## config.mk

```make
export PLATFORM = sky130hd
export DESIGN_NAME = sdr_burst_dp
export DESIGN_NICKNAME = d
export VERILOG_FILES = /design/src/rtl/sdr_pkg.sv /design/src/rtl/sdr_mode_reg.sv /design/src/rtl/sdr_burst_seq.sv /design/src/rtl/sdr_array.sv /design/src/rtl/sdr_rd_pipe.sv /design/src/rtl/sdr_burst_dp.sv
export SDC_FILE = /design/constraint.sdc
export NUM_CORES = 1
export LEC_CHECK = 0
export ABC_AREA = 1
export BUFFER_PORTS_ARGS = -buffer_cell sky130_fd_sc_hd__buf_2
export CAP_MARGIN = 30
export CORE_UTILIZATION = 30
export DETAILED_ROUTE_END_ITERATION = 12
export PLACE_DENSITY_LB_ADDON = 0.25
export SYNTH_ARGS = -nofsm -noshare
export SYNTH_HDL_FRONTEND = slang
export SYNTH_SLANG_ARGS = --single-unit
```

## constraint.sdc

```tcl
create_clock -name clk -period 3.5 [get_ports clk]
set_input_delay 0.525 -clock clk [delete_from_list [all_inputs] [get_ports clk]]
set_output_delay 0.525 -clock clk [all_outputs]
set_load 0.02 [all_outputs]
```

## src/rtl/sdr_pkg.sv

```systemverilog
`timescale 1ns/1ps
package sdr_pkg;
  typedef enum logic [1:0] {
    CMD_NOP     = 2'b00,
    CMD_READ    = 2'b01,
    CMD_WRITE   = 2'b10,
    CMD_SETMODE = 2'b11
  } cmd_e;

  typedef struct packed {
    logic [1:0] bl_log;    // burst length = 1 << bl_log
    logic       lat3;      // 1: latency 3, 0: latency 2
    logic       wr_single; // writes touch one location
  } mode_t;

  localparam mode_t MODE_RESET = '{bl_log: 2'd0, lat3: 1'b0, wr_single: 1'b0};
endpackage

```

## src/rtl/sdr_mode_reg.sv

```systemverilog
`timescale 1ns/1ps
module sdr_mode_reg
  import sdr_pkg::*;
#(
  parameter int ADDR_W = 10
) (
  input  logic              clk,
  input  logic              rst_n,
  input  logic              load,
  input  logic [ADDR_W-1:0] value,
  output mode_t             mode,
  output logic              err
);
  localparam int MODE_BITS = 10;

  logic [MODE_BITS-1:0] mv;
  logic                 op_ok;
  logic                 lat_ok;
  logic                 seq_ok;
  logic                 legal;
  mode_t                dec;

  assign mv     = value[MODE_BITS-1:0];
  assign op_ok  = (mv[8:7] == 2'b00);
  assign seq_ok = ~mv[3];
  assign lat_ok = (mv[6:4] == 3'b010) || (mv[6:4] == 3'b011);
  assign legal  = op_ok && seq_ok && lat_ok;

  always_comb begin
    dec.bl_log    = mv[2] ? 2'd0 : mv[1:0];
    dec.lat3      = mv[4];
    dec.wr_single = mv[9];
  end

  always_ff @(posedge clk) begin
    if (!rst_n) begin
      mode <= MODE_RESET;
      err  <= 1'b0;
    end else if (load) begin
      if (legal) begin
        mode <= dec;
        err  <= 1'b0;
      end else begin
        err  <= 1'b1;
      end
    end
  end

  // a reserved load flags and leaves the settings untouched
  p_bad_load_holds_r3: assert property (@(posedge clk) disable iff (!rst_n)
    (load && !legal) |=> (err && $stable(mode)));

  // a legal load clears the flag
  p_good_load_clears_r3: assert property (@(posedge clk) disable iff (!rst_n)
    (load && legal) |=> !err);
endmodule

```

## src/rtl/sdr_burst_seq.sv

```systemverilog
`timescale 1ns/1ps
module sdr_burst_seq
  import sdr_pkg::*;
#(
  parameter int MEM_AW = 6   // at least 3 so an 8-word block fits
) (
  input  logic              clk,
  input  logic              rst_n,
  input  cmd_e              cmd,
  input  logic [MEM_AW-1:0] cmd_addr,
  input  mode_t             mode,
  output logic              rd_iss,
  output logic [MEM_AW-1:0] rd_addr,
  output logic              wr_en,
  output logic [MEM_AW-1:0] wr_addr
);
  localparam int CNT_W = 3;

  logic              active;
  logic              is_wr;
  logic [MEM_AW-1:0] base;
  logic [CNT_W-1:0]  cnt;
  logic [1:0]        len_log;
  logic [CNT_W-1:0]  last_idx;
  logic [MEM_AW-1:0] msk;
  logic [MEM_AW-1:0] cur;
  logic [1:0]        wr_len_log;

  assign last_idx   = CNT_W'((4'd1 << len_log) - 4'd1);
  assign msk        = MEM_AW'(last_idx);
  assign cur        = (base & ~msk) | ((base + MEM_AW'(cnt)) & msk);
  assign wr_len_log = mode.wr_single ? 2'd0 : mode.bl_log;

  assign rd_iss  = active && !is_wr;
  assign rd_addr = cur;
  assign wr_en   = (cmd == CMD_WRITE) || (active && is_wr && cmd == CMD_NOP);
  assign wr_addr = (cmd == CMD_WRITE) ? cmd_addr : cur;

  always_ff @(posedge clk) begin
    if (!rst_n) begin
      active  <= 1'b0;
      is_wr   <= 1'b0;
      base    <= '0;
      cnt     <= '0;
      len_log <= '0;
    end else begin
      unique case (cmd)
        CMD_READ: begin
          active  <= 1'b1;
          is_wr   <= 1'b0;
          base    <= cmd_addr;
          cnt     <= '0;
          len_log <= mode.bl_log;
        end
        CMD_WRITE: begin
          active  <= (wr_len_log != 2'd0);
          is_wr   <= 1'b1;
          base    <= cmd_addr;
          cnt     <= CNT_W'(1);
          len_log <= wr_len_log;
        end
        CMD_SETMODE: active <= 1'b0;
        default: begin
          if (active) begin
            if (cnt == last_idx) active <= 1'b0;
            else                 cnt    <= cnt + CNT_W'(1);
          end
        end
      endcase
    end
  end

  // the burst index never leaves the block
  p_cnt_in_block_r6: assert property (@(posedge clk) disable iff (!rst_n)
    active |-> (cnt <= last_idx));

  // single-location writes leave no burst running
  p_single_write_r8: assert property (@(posedge clk) disable iff (!rst_n)
    (cmd == CMD_WRITE && mode.wr_single) |=> !active);
endmodule

```

## src/rtl/sdr_array.sv

```systemverilog
`timescale 1ns/1ps
module sdr_array #(
  parameter int DATA_W = 16,
  parameter int MEM_AW = 6
) (
  input  logic              clk,
  input  logic              we,
  input  logic [MEM_AW-1:0] wa,
  input  logic [DATA_W-1:0] wd,
  input  logic [MEM_AW-1:0] ra,
  output logic [DATA_W-1:0] rq
);
  localparam int DEPTH = 1 << MEM_AW;

  logic [DATA_W-1:0] mem [DEPTH];

  always_ff @(posedge clk) begin
    if (we) mem[wa] <= wd;
    rq <= mem[ra];
  end
endmodule

```

## src/rtl/sdr_rd_pipe.sv

```systemverilog
`timescale 1ns/1ps
module sdr_rd_pipe #(
  parameter int DATA_W = 16
) (
  input  logic              clk,
  input  logic              rst_n,
  input  logic              iss,
  input  logic [DATA_W-1:0] rq,
  input  logic              lat3,
  output logic [DATA_W-1:0] dq_out,
  output logic              dq_oe,
  output logic              dq_valid
);
  logic              v1, v2, v3;
  logic [DATA_W-1:0] d2, d3;
  logic              v_next;

  always_ff @(posedge clk) begin
    if (!rst_n) begin
      v1 <= 1'b0;
      v2 <= 1'b0;
      v3 <= 1'b0;
      d2 <= '0;
      d3 <= '0;
    end else begin
      v1 <= iss;
      v2 <= v1;
      v3 <= v2;
      d2 <= rq;
      d3 <= d2;
    end
  end

  assign dq_valid = lat3 ? v3 : v2;
  assign v_next   = lat3 ? v2 : v1;
  assign dq_oe    = dq_valid || v_next;
  assign dq_out   = dq_valid ? (lat3 ? d3 : d2) : '0;

  // the driver is already on in the cycle before a burst's first word
  p_oe_leads_data_r5: assert property (@(posedge clk) disable iff (!rst_n)
    $rose(dq_valid) |-> $past(dq_oe));
endmodule

```

## src/rtl/sdr_burst_dp.sv

```systemverilog
`timescale 1ns/1ps
module sdr_burst_dp
  import sdr_pkg::*;
#(
  parameter int DATA_W = 16,
  parameter int ADDR_W = 10,  // at least 10: mode value width
  parameter int MEM_AW = 6    // array of 2**MEM_AW words, MEM_AW <= ADDR_W
) (
  input  logic              clk,
  input  logic              rst_n,
  input  logic [1:0]        cmd,
  input  logic [ADDR_W-1:0] addr,
  input  logic [DATA_W-1:0] dq_in,
  output logic [DATA_W-1:0] dq_out,
  output logic              dq_oe,
  output logic              dq_valid,
  output logic              mode_err
);
  cmd_e              c;
  mode_t             mode;
  logic              rd_iss;
  logic              wr_en;
  logic [MEM_AW-1:0] rd_addr;
  logic [MEM_AW-1:0] wr_addr;
  logic [DATA_W-1:0] rq;

  assign c = cmd_e'(cmd);

  sdr_mode_reg #(.ADDR_W(ADDR_W)) u_mode (
    .clk   (clk),
    .rst_n (rst_n),
    .load  (c == CMD_SETMODE),
    .value (addr),
    .mode  (mode),
    .err   (mode_err)
  );

  sdr_burst_seq #(.MEM_AW(MEM_AW)) u_seq (
    .clk      (clk),
    .rst_n    (rst_n),
    .cmd      (c),
    .cmd_addr (addr[MEM_AW-1:0]),
    .mode     (mode),
    .rd_iss   (rd_iss),
    .rd_addr  (rd_addr),
    .wr_en    (wr_en),
    .wr_addr  (wr_addr)
  );

  sdr_array #(.DATA_W(DATA_W), .MEM_AW(MEM_AW)) u_array (
    .clk (clk),
    .we  (wr_en),
    .wa  (wr_addr),
    .wd  (dq_in),
    .ra  (rd_addr),
    .rq  (rq)
  );

  sdr_rd_pipe #(.DATA_W(DATA_W)) u_pipe (
    .clk      (clk),
    .rst_n    (rst_n),
    .iss      (rd_iss),
    .rq       (rq),
    .lat3     (mode.lat3),
    .dq_out   (dq_out),
    .dq_oe    (dq_oe),
    .dq_valid (dq_valid)
  );
endmodule

```

==> results of run 1 <==
## sequential cells by signal, summed over array words and instances (netlist names), 2 cells and up
register       count
u_array.mem     1024
u_array.rq        16
u_pipe.d2         16
u_pipe.d3         16
u_seq.base         6
u_mode.mode        4
u_seq.cnt          3
u_seq.len_log      2
## final cells by class
type | count | area, µm² | area share
well taps | 2058 | 2570 | 0.0463
inverters | 1049 | 3950 | 0.0709
diodes | 1 | 2.50 | 0.0000450
multi-input cells | 2354 | 10400 | 0.188
flip-flops and latches | 1093 | 32100 | 0.577
repair buffers | 230 | 2720 | 0.0489
clock inverters | 72 | 785 | 0.0141
clock buffers | 142 | 3040 | 0.0546
## worst register-to-register path, stage by stage (launching register included)
cell	delay, ns
dfxtp_1	0.41
ha_1	0.17
inv_1	0.05
fa_1	0.42
nand2_1	0.12
o21ai_4	0.10
buf_12	0.19
inv_8	0.22
buf_12	0.29
buf_12	0.23
nand2_1	0.09
nand3_1	0.10
nand3_1	0.15
nand3_1	0.25
nand3_1	0.31
nand2_1	0.13
## routing by layer
layer,part of all wire,GRT usage,vias up
li1,-,-,15500
met5,0,0,-
met3,0.058,0.0290,203
met4,0.034,0.0629,0
met2,0.47,0.288,946
met1,0.44,0.241,15700
## where the power goes
part | switching (mW) | internal, mW | total (mW)
sequential | 0.162 | 14.5 | 14.6
clock | 5.35 | 7.07 | 12.4
combinational | 3.55 | 1.39 | 4.94
## kinds of logic after synthesis
family                     Yosys count  share of synthesized area
xor gates and xnor gates             4                   0.000736
buffers and inverters             1292                      0.106
AOI/OAI and AO/OA                   38                    0.00423
DFF                               1093                      0.675
and+or+nand+nor                   2304                      0.211
adders and majority gates            8                    0.00226
## worst paths after layout
path,from,slack [ns],cells after the start,endpoint
setup / recovery,u_seq.cnt[0],0.23,15,u_array.rq[4]
hold / removal,addr[3],0.06,3,u_seq.base[3]
setup reg to reg,u_seq.cnt[0],0.23,15,u_array.rq[4]
hold reg to reg,u_pipe.d2[10],0.42,2,u_pipe.d3[10]
## placed cells by master (no fill, tap or decap), drive strengths merged, types with 7 or more instances in the layout
cell / instances
a21oi: 12
buf: 229
bufinv: 12
clkbuf: 143
clkinv: 54
clkinvlp: 7
dfxtp: 69
edfxtp: 1024
ha: 7
inv: 1048
nand2: 1130
nand3: 1089
nor2: 78
o21ai: 22
## timing repair
action | 4_1_cts | 5_1_grt
buffers inserted | 0 | 0
setup endpoints to repair | 0 | 79
gates resized for setup | 0 | 2
## metrics by stage
stage / instances / util
6_report: 6999 / 0.355
5_1_grt: 6998 / 0.355
4_1_cts: 6996 / 0.355
3_5_place_dp: 6782 / 0.330
3_3_place_gp: 6776 / 0.329
2_1_floorplan: 4739 / -
==> flow_metrics.env, run 1 <==
export IMPL_routabilityCongestion=0.864
export IMPL_grtUsageTotal=0.178
export IMPL_clk_pin_slew_ns=0.06
export IMPL_fin_ws_ns=0.229
export IMPL_drc=0
export IMPL_core_area_um2=157000
export IMPL_grt_pass1_wl_um=211000
export IMPL_crit_family="simple AND/OR/NAND/NOR gates"
export IMPL_leakage_nw=23.6
export IMPL_drt_wl_total_um=145000
export IMPL_hold_buffers=0
export IMPL_netlist_area_um2=47600
export IMPL_outcome="complete, no violations"
export IMPL_async_flop_share=0
export IMPL_cp_max_fo=26
export IMPL_rsz0062_at_grt="no"
export IMPL_syn_nets=4777
export IMPL_path_common_cell="nand3_1"
export IMPL_dp_hpwl_um=88200
export IMPL_htreeDepth=3
export IMPL_hp_class="in2reg"
export IMPL_fin_crit_sh=0.935
export IMPL_synthFlopType="edfxtp_1"
export IMPL_setup_violations_final=0
export IMPL_synthTopCellsByArea="edfxtp_1 (65%), nand3_1 (11%), nand2_1 (8.9%)"
export IMPL_overflow=0
export IMPL_drive_gt1_frac=0.0848
export IMPL_ys_warn_count=0
export IMPL_grt_max_degree=90
export IMPL_area_growth_pct=17.0
export IMPL_fmax_mhz=306
export IMPL_die_area_um2=160000
export IMPL_p_total_mw=32.0
export IMPL_start_util=0.304
export IMPL_dpl_worst_slack_ns=0.143
export IMPL_die_y_um=400
export IMPL_path_cells="ha_1 > inv_1 > fa_1 > nand2_1 > o21ai_4 > buf_12 > inv_8 > buf_12 > buf_12 > nand2_1 > nand3_1 > nand3_1 > nand3_1 > nand3_1 > nand2_1"
export IMPL_slowest_stage="fa_1"
export IMPL_ys_seq_elements=1093
export IMPL_first_iter_violations=2916
export IMPL_grt_pass1_vias=30600
export IMPL_cts_num_sinks=1093
export IMPL_post_drt_wl_per_cell_um=20.7
export IMPL_required_ns=4.19
export IMPL_drt_pre_antenna_iters=7
export IMPL_synth_edf_count=1024
export IMPL_postRouteAntennaNets=0
export IMPL_clk_path_buf_depth=3
export IMPL_finalInstanceArea_um2=55600
export IMPL_antenna_found_initial=9
export IMPL_place_area_um2=51800
export IMPL_synth_top_cell_area_share=0.646
export IMPL_fin_crit_ns=3.27
export IMPL_pwr_density_cell_nw_per_um2=575
export IMPL_maxSlewHeadroom=0.340
export IMPL_ys_types=28
export IMPL_yosysTopAreaCell="edfxtp_1"
export IMPL_via_per_inst=4.62
export IMPL_ys_seq_area_frac=0.675
export IMPL_numCtsBuffers=115
export IMPL_yosysMostFrequentCell="nand2_1"
export IMPL_tightest_slew_ns=0.990
export IMPL_clock_root_buffer="clkbuf_16"
export IMPL_fin_nets=4881
export IMPL_path_class="reg2reg"
export IMPL_vias=32300
export IMPL_fp_row_count=145
export IMPL_peakVddDrop_mv=0.399
export IMPL_syn_inst=4739
export IMPL_whs_ns=0.0642
export IMPL_endpoint_kind="register"
export IMPL_clk_insertion_delay_late_ns=0.76
export IMPL_hold_viol=0
export IMPL_synth_common_cells="nand2_1 (1,126), nand3_1 (1,089), inv_1 (1,042), edfxtp_1 (1,024), buf_2 (123)"
export IMPL_critical_path_startpoint_type="register"
export IMPL_syn_avg_cell_area_um2=10.0
export IMPL_cts_tree="done"
export IMPL_dieWidth_um=400
export IMPL_slew_viol_final=0
export IMPL_cp_slowest_stage_delay_ns=0.42
export IMPL_cap_violations=0
export IMPL_clock_skew_ns=0.0523
export IMPL_io_pins=49
export IMPL_fin_tns_setup_ns=0
export IMPL_cp_arrival_ns=3.96
export IMPL_numPortBuffers=48
export IMPL_fillers=15600
export IMPL_path_buf_inv=5
No activity file was read; power rests on OpenSTA's default activity.
==> inputs of run 2 (changes only) <==
ABC_AREA = 0   (was 1)
==> run 2 against run 1 <==
- register-to-register slack got worse by 0.18 ns
- area after synthesis fell by 9.8%
- cell count fell by 29%
- total power fell by 11%
- sequential share of layout area rose by 4.5 points
- hold slack improved by 0.043 ns
- routed wire length fell by 12%
==> flow_metrics.env, run 2 <==
export IMPL_hp_class="in2reg"
export IMPL_dpl_worst_slack_ns=-0.693
export IMPL_netlist_area_um2=42900
export IMPL_grt_pass1_vias=24700
export IMPL_grtUsageTotal=0.175
export IMPL_grt_max_degree=65
export IMPL_synth_top_cell_area_share=0.717
export IMPL_maxSlewHeadroom=0.363
export IMPL_dp_hpwl_um=82800
export IMPL_ff2ff_path_depth=11
export IMPL_cts_num_sinks=1093
export IMPL_cp_max_fo=18
export IMPL_worstHoldStart="addr[9]"
export IMPL_io_pins=49
export IMPL_peakVddDrop_mv=0.376
export IMPL_die_area_um2=144000
export IMPL_yosysMostFrequentCell="edfxtp_1"
export IMPL_endpoint_kind="register"
export IMPL_placed_cells_incl_taps=4743
export IMPL_final_common_cell="edfxtp_1"
export IMPL_synthFlopType="edfxtp_1"
export IMPL_fin_tns_setup_ns=0
export IMPL_p_total_mw=28.4
export IMPL_die_y_um=380
export IMPL_place_area_um2=47600
export IMPL_pwr_density_cell_nw_per_um2=551
export IMPL_drc=0
export IMPL_syn_nets=2737
export IMPL_clock_skew_ns=0.0275
export IMPL_vias=25400
export IMPL_overflow=0
export IMPL_area_growth_pct=20.4
export IMPL_cap_violations=0
export IMPL_syn_inst=2699
export IMPL_mostFrequentLayoutCells="edfxtp_1 (1,024), nand2_1 (366), buf_4 (233)"
export IMPL_ys_types=65
export IMPL_ys_seq_elements=1093
export IMPL_whs_ns=0.107
export IMPL_min_to="u_mode.mode[0]"
export IMPL_fp_row_count=138
export IMPL_start_util=0.303
export IMPL_clk_path_buf_depth=3
export IMPL_postRouteAntennaNets=0
export IMPL_utilization=0.364
export IMPL_fin_nets=3036
export IMPL_synth_edf_count=1024
export IMPL_drive_gt1_frac=0.216
export IMPL_min_path_cells=3
export IMPL_layout_cells_non_filler=4982
export IMPL_fmax_mhz=290
export IMPL_fin_crit_sh=0.985
export IMPL_rsz0062_at_grt="yes"
export IMPL_slew_viol_final=0
export IMPL_fin_ws_ns=0.0523
export IMPL_dieWidth_um=380
export IMPL_numPortBuffers=48
export IMPL_synthTopCellsByArea="edfxtp_1 (72%), mux4_2 (5.4%), nand2_1 (3.3%)"
export IMPL_routabilityCongestion=0.868
export IMPL_required_ns=4.13
export IMPL_clk_pin_slew_ns=0.06
export IMPL_synth_common_cells="edfxtp_1 (1,024), nand2_1 (373), mux4_2 (102), nor2_1 (101), nand3_1 (96)"
export IMPL_hold_buffers=0
export IMPL_drt_wl_total_um=128000
export IMPL_r2r_setup_slack_ns=0.05
export IMPL_outcome="complete, no violations"
export IMPL_ys_warn_count=0
export IMPL_ys_seq_area_frac=0.749
export IMPL_syn_avg_cell_area_um2=15.9
export IMPL_via_per_inst=5.10
export IMPL_numCtsBuffers=117
export IMPL_critical_path_startpoint_type="register"
export IMPL_clk_insertion_delay_late_ns=0.69
export IMPL_core_area_um2=142000
export IMPL_registers_top_by_ff_count="u_array.mem"
export IMPL_drt_pre_antenna_iters=5
export IMPL_antenna_found_initial=13
export IMPL_clock_root_buffer="clkbuf_16"
export IMPL_cts_tree="done"
export IMPL_path_class="reg2reg"
export IMPL_r2r_end="u_array.rq[0]"
export IMPL_first_iter_violations=2834
export IMPL_hold_viol=0
export IMPL_yosysTopAreaCell="edfxtp_1"
export IMPL_post_drt_wl_per_cell_um=25.7
export IMPL_reg2reg_from="u_seq.cnt[1]"
export IMPL_largest_reg_flops=1024
export IMPL_finalInstanceArea_um2=51700
export IMPL_tightest_slew_ns=0.955
export IMPL_setup_violations_final=0
export IMPL_cp_arrival_ns=4.08
export IMPL_leakage_nw=16.9
export IMPL_fin_crit_ns=3.45
export IMPL_htreeDepth=3
export IMPL_async_flop_share=0
export IMPL_grt_pass1_wl_um=184000
## run 2: per-layer routing
metal  up-vias  track usage  wire length, µm
li1      11200            -                -
met1     13200        0.256            59300
met2       806        0.271            58500
met3       169       0.0260             7290
met4        10       0.0414             2950
met5         -            0               68
## run 2: timing repair
| action | 4_1_cts | 5_1_grt |
|---|---|---|
| hold endpoints to repair | 0 | 0 |
| pin swaps | 0 | 2 |
| setup buffers | 14 | 11 |
| resized for setup | 23 | 19 |
| endpoints found under the setup margin | 16 | 98 |
## run 2: cells by family after synthesis
logic type,Yosys count,share of synthesized area
buffers and inverters,182,0.0212
DFF,1093,0.749
xor gates and xnor gates,2,0.000408
and+or+nand+nor,839,0.0917
adders and majority gates,8,0.00251
muxes,161,0.0690
AOI/OAI and AO/OA,414,0.0661
## run 2: layout make-up
cell class / instances / area (µm²)
Antenna cell: 3 / 7.51
Clock buffer: 161 / 3240
Clock inverter: 49 / 315
Fill cell: 13300 / 90100
Inverter: 9 / 33.8
Multi-Input combinational cell: 1424 / 10200
Sequential cell: 1093 / 32100
Tap cell: 1890 / 2360
Timing Repair Buffer: 353 / 3390
## run 2: how the worst max path moves through the flow
stage	to	startpoint
after global routing	u_array.rq[3]	u_seq.cnt[1]
final	u_array.rq[0]	u_seq.cnt[1]
after floorplan	u_array.mem[40][0]	u_seq.base[0]
after detailed placement	u_array.rq[2]	u_seq.base[0]
after global placement	u_array.rq[2]	u_seq.base[0]
after CTS	u_array.rq[5]	u_seq.base[0]
## run 2: report_power, final
group          internal [mW]  leakage (nW)  switching, mW
clock                   6.57          1.72           5.00
combinational          0.844          5.38           1.50
sequential              14.4          9.78          0.107
total                   21.8          16.9           6.61
## run 2: critical path, cell delays in order, from the launching register on
cell,delay (ns)
dfxtp_1,0.45
inv_1,0.12
fa_1,0.55
nand2_1,0.14
nand2_4,0.35
buf_12,0.22
buf_4,0.24
a211oi_1,0.07
a31oi_1,0.35
o22ai_1,0.15
nor4_2,0.50
and3_1,0.23
